--- config.mk ---
export PLATFORM = sky130hd
export DESIGN_NAME = sram_async_ctrl
export DESIGN_NICKNAME = d
export VERILOG_FILES = /design/src/rtl/sram_ctrl_pkg.sv /design/src/rtl/sram_ctrl_fsm.sv /design/src/rtl/sram_ctrl_dpath.sv /design/src/rtl/sram_async_ctrl.sv
export SDC_FILE = /design/constraint.sdc
export NUM_CORES = 1
export LEC_CHECK = 0
export BUFFER_PORTS_ARGS = -buffer_cell sky130_fd_sc_hd__buf_2
export CAP_MARGIN = 0
export CORE_ASPECT_RATIO = 1.75
export CORE_MARGIN = 8
export CORE_UTILIZATION = 30
export DETAILED_ROUTE_END_ITERATION = 16
export GPL_ROUTABILITY_DRIVEN = 0
export HOLD_SLACK_MARGIN = 0.02
export PLACE_DENSITY_LB_ADDON = 0.2
export SETUP_SLACK_MARGIN = 0.5
export SYNTH_ARGS = -nofsm -noshare
export SYNTH_HDL_FRONTEND = slang
export SYNTH_SLANG_ARGS = --single-unit
--- constraint.sdc ---
create_clock -name clk -period 2.19 [get_ports clk]
set_input_delay 0.1095 -clock clk [delete_from_list [all_inputs] [get_ports clk]]
set_output_delay 0.1095 -clock clk [all_outputs]
set_load 0.05 [all_outputs]
--- src/rtl/sram_ctrl_pkg.sv ---
package sram_ctrl_pkg;

  typedef struct packed {
    logic sel;
    logic we;
    logic oe;
    logic drive;
    logic load;
    logic capture;
  } strobe_t;

  typedef enum logic [2:0] {
    ST_IDLE, ST_READ, ST_TURN, ST_WRITE, ST_WREC, ST_SLEEP, ST_WAKE
  } ctrl_state_t;

  function automatic int nsToCycles(input int ns, input int periodNs);
    int c;
    c = (ns + periodNs - 1) / periodNs;
    return (c < 1) ? 1 : c;
  endfunction

  function automatic int maxOf(input int a, input int b);
    return (a > b) ? a : b;
  endfunction

endpackage

--- src/rtl/sram_ctrl_fsm.sv ---
module sram_ctrl_fsm
  import sram_ctrl_pkg::*;
#(
  parameter int RD_CYC   = 6,
  parameter int WR_CYC   = 5,
  parameter int WREC_CYC = 1,
  parameter int REC_CYC  = 6
) (
  input  logic    clk,
  input  logic    rstN,
  input  logic    reqValid,
  input  logic    reqWrite,
  input  logic    sleepReq,
  output logic    reqReady,
  output strobe_t stb
);

  localparam int MAXC  = maxOf(maxOf(RD_CYC, WR_CYC), maxOf(WREC_CYC, REC_CYC));
  localparam int CNT_W = $clog2(MAXC + 1);

  ctrl_state_t state, nextState;
  logic [CNT_W-1:0] cnt, nextCnt;

  assign reqReady = (state == ST_IDLE) && !sleepReq;

  always_comb begin
    nextState   = state;
    nextCnt     = cnt;
    stb         = '0;
    case (state)
      ST_IDLE: begin
        if (sleepReq) begin
          nextState = ST_SLEEP;
        end else if (reqValid) begin
          stb.load = 1'b1;
          if (reqWrite) begin
            nextState = ST_WRITE;
            nextCnt   = CNT_W'(WR_CYC - 1);
          end else begin
            nextState = ST_READ;
            nextCnt   = CNT_W'(RD_CYC - 1);
          end
        end
      end
      ST_READ: begin
        if (cnt == '0) begin
          nextState   = ST_TURN;
          stb.capture = 1'b1;
        end else begin
          nextCnt = cnt - 1'b1;
        end
      end
      ST_TURN: nextState = ST_IDLE;
      ST_WRITE: begin
        if (cnt == '0) begin
          nextState = ST_WREC;
          nextCnt   = CNT_W'(WREC_CYC - 1);
        end else begin
          nextCnt = cnt - 1'b1;
        end
      end
      ST_WREC: begin
        if (cnt == '0) nextState = ST_IDLE;
        else           nextCnt   = cnt - 1'b1;
      end
      ST_SLEEP: begin
        if (!sleepReq) begin
          nextState = ST_WAKE;
          nextCnt   = CNT_W'(REC_CYC - 1);
        end
      end
      ST_WAKE: begin
        if (cnt == '0) nextState = ST_IDLE;
        else           nextCnt   = cnt - 1'b1;
      end
      default: nextState = ST_IDLE;
    endcase
    stb.sel   = (nextState == ST_READ) || (nextState == ST_WRITE);
    stb.we    = (nextState == ST_WRITE);
    stb.oe    = (nextState == ST_READ);
    stb.drive = (nextState == ST_WRITE) || (nextState == ST_WREC);
  end

  always_ff @(posedge clk or negedge rstN) begin
    if (!rstN) begin
      state <= ST_IDLE;
      cnt   <= '0;
    end else begin
      state <= nextState;
      cnt   <= nextCnt;
    end
  end

  AST_TURN_FOLLOWS_READ: assert property (@(posedge clk) disable iff (!rstN)
    (state == ST_TURN) |-> ($past(state) == ST_READ));
  AST_SLEEP_QUIET: assert property (@(posedge clk) disable iff (!rstN)
    (state == ST_SLEEP && sleepReq) |-> (!stb.sel && !stb.load));
  AST_WAKE_FROM_SLEEP: assert property (@(posedge clk) disable iff (!rstN)
    (state == ST_WAKE && $past(state) != ST_WAKE) |-> ($past(state) == ST_SLEEP));

endmodule

--- src/rtl/sram_ctrl_dpath.sv ---
module sram_ctrl_dpath
  import sram_ctrl_pkg::*;
#(
  parameter int ADDR_W = 17,
  parameter int DATA_W = 8
) (
  input  logic              clk,
  input  logic              rstN,
  input  strobe_t           stb,
  input  logic [ADDR_W-1:0] reqAddr,
  input  logic [DATA_W-1:0] reqWdata,
  input  logic [DATA_W-1:0] memDqIn,
  output logic              rspValid,
  output logic [DATA_W-1:0] rspRdata,
  output logic [ADDR_W-1:0] memAddr,
  output logic              memSelN,
  output logic              memSel,
  output logic              memWeN,
  output logic              memOeN,
  output logic [DATA_W-1:0] memDqOut,
  output logic              memDqOe
);

  always_ff @(posedge clk or negedge rstN) begin
    if (!rstN) begin
      memAddr  <= '0;
      memDqOut <= '0;
      memSelN  <= 1'b1;
      memSel   <= 1'b0;
      memWeN   <= 1'b1;
      memOeN   <= 1'b1;
      memDqOe  <= 1'b0;
      rspValid <= 1'b0;
      rspRdata <= '0;
    end else begin
      if (stb.load) begin
        memAddr  <= reqAddr;
        memDqOut <= reqWdata;
      end
      memSelN  <= !stb.sel;
      memSel   <= stb.sel;
      memWeN   <= !stb.we;
      memOeN   <= !stb.oe;
      memDqOe  <= stb.drive;
      rspValid <= stb.capture;
      if (stb.capture) rspRdata <= memDqIn;
    end
  end

  AST_NO_DRIVE_WITH_OE: assert property (@(posedge clk) disable iff (!rstN)
    !(memDqOe && !memOeN));
  AST_WE_OE_EXCL: assert property (@(posedge clk) disable iff (!rstN)
    !memWeN |-> memOeN);
  AST_WE_NEEDS_SEL: assert property (@(posedge clk) disable iff (!rstN)
    !memWeN |-> (!memSelN && memSel && memDqOe));
  AST_RSP_PULSE: assert property (@(posedge clk) disable iff (!rstN)
    rspValid |=> !rspValid);
  AST_ADDR_HELD_WRITE: assert property (@(posedge clk) disable iff (!rstN)
    (memDqOe && $past(memDqOe)) |-> $stable(memAddr));

endmodule

--- src/rtl/sram_async_ctrl.sv ---
module sram_async_ctrl
  import sram_ctrl_pkg::*;
#(
  parameter int ADDR_W        = 17,
  parameter int DATA_W        = 8,
  parameter int CLK_PERIOD_NS = 10,
  parameter int T_READ_NS     = 55,
  parameter int T_WPULSE_NS   = 40,
  parameter int T_SELEND_NS   = 45,
  parameter int T_DSETUP_NS   = 25,
  parameter int T_WCYCLE_NS   = 55
) (
  input  logic              clk,
  input  logic              rstN,
  input  logic              reqValid,
  output logic              reqReady,
  input  logic              reqWrite,
  input  logic [ADDR_W-1:0] reqAddr,
  input  logic [DATA_W-1:0] reqWdata,
  output logic              rspValid,
  output logic [DATA_W-1:0] rspRdata,
  input  logic              sleepReq,
  output logic [ADDR_W-1:0] memAddr,
  output logic              memSelN,
  output logic              memSel,
  output logic              memWeN,
  output logic              memOeN,
  output logic [DATA_W-1:0] memDqOut,
  output logic              memDqOe,
  input  logic [DATA_W-1:0] memDqIn
);

  localparam int RD_CYC   = nsToCycles(T_READ_NS, CLK_PERIOD_NS);
  localparam int WR_CYC   = nsToCycles(maxOf(maxOf(T_WPULSE_NS, T_SELEND_NS), T_DSETUP_NS), CLK_PERIOD_NS);
  localparam int WC_CYC   = nsToCycles(T_WCYCLE_NS, CLK_PERIOD_NS);
  localparam int WREC_CYC = maxOf(1, WC_CYC - WR_CYC);
  localparam int REC_CYC  = nsToCycles(T_READ_NS, CLK_PERIOD_NS);

  strobe_t stb;

  sram_ctrl_fsm #(
    .RD_CYC(RD_CYC), .WR_CYC(WR_CYC), .WREC_CYC(WREC_CYC), .REC_CYC(REC_CYC)
  ) u_fsm (
    .clk(clk), .rstN(rstN), .reqValid(reqValid), .reqWrite(reqWrite),
    .sleepReq(sleepReq), .reqReady(reqReady), .stb(stb)
  );

  sram_ctrl_dpath #(.ADDR_W(ADDR_W), .DATA_W(DATA_W)) u_dpath (
    .clk(clk), .rstN(rstN), .stb(stb), .reqAddr(reqAddr), .reqWdata(reqWdata),
    .memDqIn(memDqIn), .rspValid(rspValid), .rspRdata(rspRdata),
    .memAddr(memAddr), .memSelN(memSelN), .memSel(memSel), .memWeN(memWeN),
    .memOeN(memOeN), .memDqOut(memDqOut), .memDqOe(memDqOe)
  );

endmodule

==> Word level (Yosys, flattened, before mapping) <==
Index checks and enable logic that the tools add are counted.
{ "word_totals": {"regBits": 45, "latch_bits": 0, "ram_bits": 0, "rom_bits": 0, "inputBits": 38, "word_cells": 57, "n_memories": 0} }
{ "classes": {"add_sub_neg": 1, "mul": 0, "div": 0, "n_lt_le_gt_ge": 0, "eq_ne": 12, "n_shift": 0, "muxes": 20, "bitwise_logic": 0, "n_reduce_logical": 13} }
{ "ops": {"columns": ["cell", "n"], "rows": [
  ["3-bit two-way mux", 11],
  ["3-bit case mux with 5 select lines", 1],
  ["3-bit equality test (second input constant)", 4],
  ["3-bit case mux with 4 select lines", 1],
  ["2-bit inequality test (second input constant)", 4],
  ["3-bit by 1-bit equality test with 1-bit output (second input constant)", 2],
  ["3-bit by 2-bit equality test with 1-bit output (second input constant)", 2],
  ["3-bit zero test", 2],
  ["1-bit two-way mux", 6],
  ["5-bit AND reduction", 1],
  ["1-bit zero test", 4],
  ["4-bit nonzero test", 1],
  ["3-bit OR reduction", 1],
  ["3-bit by 1-bit subtractor with 3-bit output (second input constant)", 1],
  ["1-bit logical OR", 2],
  ["2-bit two-way mux", 1],
  ["2-bit OR reduction", 1],
  ["1-bit logical AND", 1]
]} }

==> Longest topological paths before layout <==
{ "depth": {"word_depth": 7, "mapped_depth": 7, "mapped_depth_nobuf": 7} }

==> Modules after synthesis <==
A second synthesis with hierarchy kept.
{ "hier_totals": {"cells_unflattened": 147, "hier_area_um2": 2075.7} }
{ "by_module_without_submodules": {"columns": ["module", "n_inst", "cells_each", "area_per_inst_um2", "seq_area_each_um2"], "rows": [
  ["sram_ctrl_dpath", 1, 79, 1493.9, 979.7],
  ["sram_ctrl_fsm", 1, 68, 581.8, 150.1]
]} }

==> Worst setup path before layout <==
Ideal clock, no wire load.
{ "synth_path": {"path_type": "reg-to-reg", "start": "register u_fsm.state[1]", "end": "register u_dpath.memAddr[0]", "setup_time_ns": 0.125, "arrival_time_ns": 1.975, "slack_ns": 0.090, "path_stages_with_launch": 7, "period_less_slack_ns": 2.100, "cell_sequence": "dfrtp_1 -> buf_6 -> nor4_4 -> and2_1 -> buf_6 -> buf_12 -> mux2_4"} }
{ "synth_via": {"elab_chain_len": 2} }
{ "synth_lines": {"columns": ["item", "line", "text"], "rows": [
  ["start, declared", "sram_ctrl_fsm.sv:21", "ctrl_state_t state, nextState;"],
  ["start signal, assigned", "sram_ctrl_fsm.sv:89", "state <= nextState;"],
  ["3-bit zero test", "sram_ctrl_fsm.sv:30", "case (state)"],
  ["1-bit two-way mux", "sram_ctrl_fsm.sv:30", null],
  ["end signal, assigned", "sram_ctrl_dpath.sv:37", "memAddr <= reqAddr;"],
  ["end, declared", "sram_ctrl_dpath.sv:15", "output logic [ADDR_W-1:0] memAddr,"]
]} }
Every way passes these cells.
A chain may end at the register's enable or synchronous reset.

==> results.sh <==
export IMPL_status="finished, final reports clean"
export IMPL_worstHoldPathType="input port to register"
export IMPL_routed_via_density=4.48
export IMPL_final_cell_mix="buf_2 (77), dfrtp_1 (39), mux2_4 (21), mux2_2 (13), nand2_1 (8)"
export IMPL_finalSetupViolCount=0
export IMPL_core_area_sq_um=6760
export IMPL_start_util=0.304
export IMPL_mappedNetlistNets=182
export IMPL_overflow=0
export IMPL_n_antenna_cell=0
export IMPL_worstPathMaxFanout=4
export IMPL_numCtsBuffers=5
export IMPL_ys_ff_latch=45
export IMPL_cp_common_cell="a211oi_2"
export IMPL_syn_area_sq_um=2050
export IMPL_drt_initial_drc_count=39
export IMPL_period_share=0.732
export IMPL_cts_sinks=45
export IMPL_die_area_sq_um=9840
export IMPL_hold_viol=0
export IMPL_worstMarginPinSlew_ns=0.558
export IMPL_rr_worst_depth=6
export IMPL_timing_setup_tns_ns=0
export IMPL_antenna_found_initial=0
export IMPL_hp_start="reqAddr[1]"
export IMPL_holdPathEnd="u_dpath.memAddr[1]"
export IMPL_hold_depth=2
export IMPL_critPathBufInv=1
export IMPL_cp_end_kind="register"
export IMPL_avgSynthCellArea_sq_um=14.4
export IMPL_synth_cells=142
export IMPL_num_io_pins=78
export IMPL_vias=1401
export IMPL_clk_pin_slew_ns=0.06
export IMPL_worstSetupPathType="register to register"
export IMPL_regToRegEndpoint="u_dpath.memDqOe"
export IMPL_first_pass_iters=5
export IMPL_worst_path_stages=6
export IMPL_routed_wirelength_microns=4800
export IMPL_maxCapViolCount=0
export IMPL_crit_arrival_ns=1.77
export IMPL_synthTopCellsByArea="dfrtp_1 (51%), mux2_4 (15%), mux2_2 (7.1%), dfstp_2 (3.8%), buf_12 (2.0%)"
export IMPL_nets=268
export IMPL_rsz0062_at_grt="no"
export IMPL_port_buffers=77
export IMPL_place_area_sq_um=2500
export IMPL_setup_slack_ns=0.586
export IMPL_async_reset_ff_frac=1.00
export IMPL_grt_pass1_vias=1466
export IMPL_crit_path_max_incr_delay_ns=0.41
export IMPL_routedWlPerCell_microns=15.3
export IMPL_holdWs_ns=0.0432
export IMPL_startpoint_type="register"
export IMPL_ys_flop_type="dfrtp_1"
export IMPL_place_ws_ns=0.432
export IMPL_die_h_microns=125
export IMPL_fin_skew_ns=0.00653
export IMPL_reg2reg_slack_ns=0.59
export IMPL_critPathSlowestCell="or3b_4"
export IMPL_cpLargestDelayFamily="simple AND/OR/NAND/NOR gates"
export IMPL_grt_max_degree=46
export IMPL_ant_nets=0
export IMPL_drc=0
export IMPL_dp_hpwl_microns=3540
export IMPL_fin_crit_ns=1.60
export IMPL_synth_edf_count=0
export IMPL_ctsHtreeMaxLevel=2
export IMPL_grt_pass1_wl_microns=7300
export IMPL_r2r_start="u_fsm.cnt[0]"
export IMPL_die_w_microns=78.5
export IMPL_clockBufferDepth=2
export IMPL_area_growth_syn_to_layout_pct=35.0
export IMPL_yosysTopAreaCell="dfrtp_1"
export IMPL_yosysUniqueCellTypes=37
export IMPL_clock_latency_ns=0.29
export IMPL_crit_chain="inv_2 -> ha_2 -> or3b_4 -> a211oi_2 -> a211oi_2 -> mux2i_1"
export IMPL_drive_above_1_share=0.633
export IMPL_layout_commonest_cell="buf_2"
export IMPL_fin_area_sq_um=2770
export IMPL_drv_slew=0
export IMPL_synth_top_cell_area_share=0.513
export IMPL_root_buffer="clkbuf_16"
export IMPL_std_cell_rows=40
export IMPL_nFillCells=660
export IMPL_yosysSeqAreaShare=0.551
export IMPL_crit_required_ns=2.35
export IMPL_grtUsageTotal=0.0953
export IMPL_slew_limit_headroom=0.628
export IMPL_yosys_warnings=0
export IMPL_cts_tree="built"
export IMPL_fmax_ghz=0.624
## worst max path at each step
stage	from	end	slack (ns)
after CTS	u_fsm.state[0]	u_dpath.memDqOut[1]	0.47
after global routing	u_fsm.state[2]	u_fsm.cnt[1]	0.52
final	u_fsm.cnt[0]	u_dpath.memDqOe	0.59
after detailed placement	u_fsm.state[0]	u_dpath.memDqOut[1]	0.43
after floorplan	u_fsm.state[0]	u_dpath.memAddr[0]	0.18
after global placement	u_fsm.state[0]	u_dpath.memDqOut[1]	0.44
## per-layer routing
layer	part of all wire	GRT usage	up-vias
li1	-	-	666
met1	0.38	0.0947	675
met2	0.51	0.156	48
met3	0.076	0.0423	12
met4	0.029	0.0604	0
met5	0	0	-
## synth_stat cells, types with 3 or more instances
cell type   n
dfrtp_1    42
mux2_4     21
mux2_2     13
nand2_1     9
inv_1       8
a21oi_1     3
dfstp_2     3
nor2_1      3
nor2b_1     3
o21ai_0     3
## worst register-to-register path, cell delays in order (launching register included)
cell and delay (ns):
dfrtp_1 0.39, inv_2 0.08, ha_2 0.19, or3b_4 0.41, a211oi_2 0.21, a211oi_2 0.09, mux2i_1 0.12
## repair_timing
action	CTS	global route
gates resized for setup	5	6
pin swaps	0	0
endpoints found under the setup margin	36	29
hold endpoints to repair	42	0
hold buffers	1	0
buffers inserted	0	3
cloned	0	1
## logic make-up after synthesis
logic type / share of synthesized area
adders and majority gates: 0.0122
AOI/OAI and AO/OA: 0.0665
xor gates and xnor gates: 0.00427
and+or+nand+nor: 0.0799
buffers and inverters: 0.0513
DFF: 0.551
muxes: 0.235
## through the flow
step | std cells | util
floorplan | 142 | -
global placement | 300 | 0.370
detailed placement | 300 | 0.370
CTS | 309 | 0.402
global route | 313 | 0.410
finish | 313 | 0.410
## layout make-up
class,instances,area [sq um],area share
clock buffer,5,125,0.0452
clock inverter,3,65.1,0.0235
inverter,8,30.0,0.0108
multi-input combinational,83,835,0.301
sequential,45,1130,0.409
tap,84,105,0.0380
timing repair buffer,85,475,0.172
## sequential cells by signal, indices dropped and copies added, names as in the netlist
register	flops
u_fsm.cnt	3
u_dpath.memAddr	17
u_dpath.memWeN	1
u_dpath.memOeN	1
u_dpath.memSelN	1
u_dpath.rspValid	1
u_dpath.memDqOut	8
u_dpath.memDqOe	1
u_dpath.memSel	1
u_fsm.state	3
u_dpath.rspRdata	8
Power is left out: the tool's default activity adds up to more than one toggle a clock period on the data nets, which glitch-free logic cannot reach.
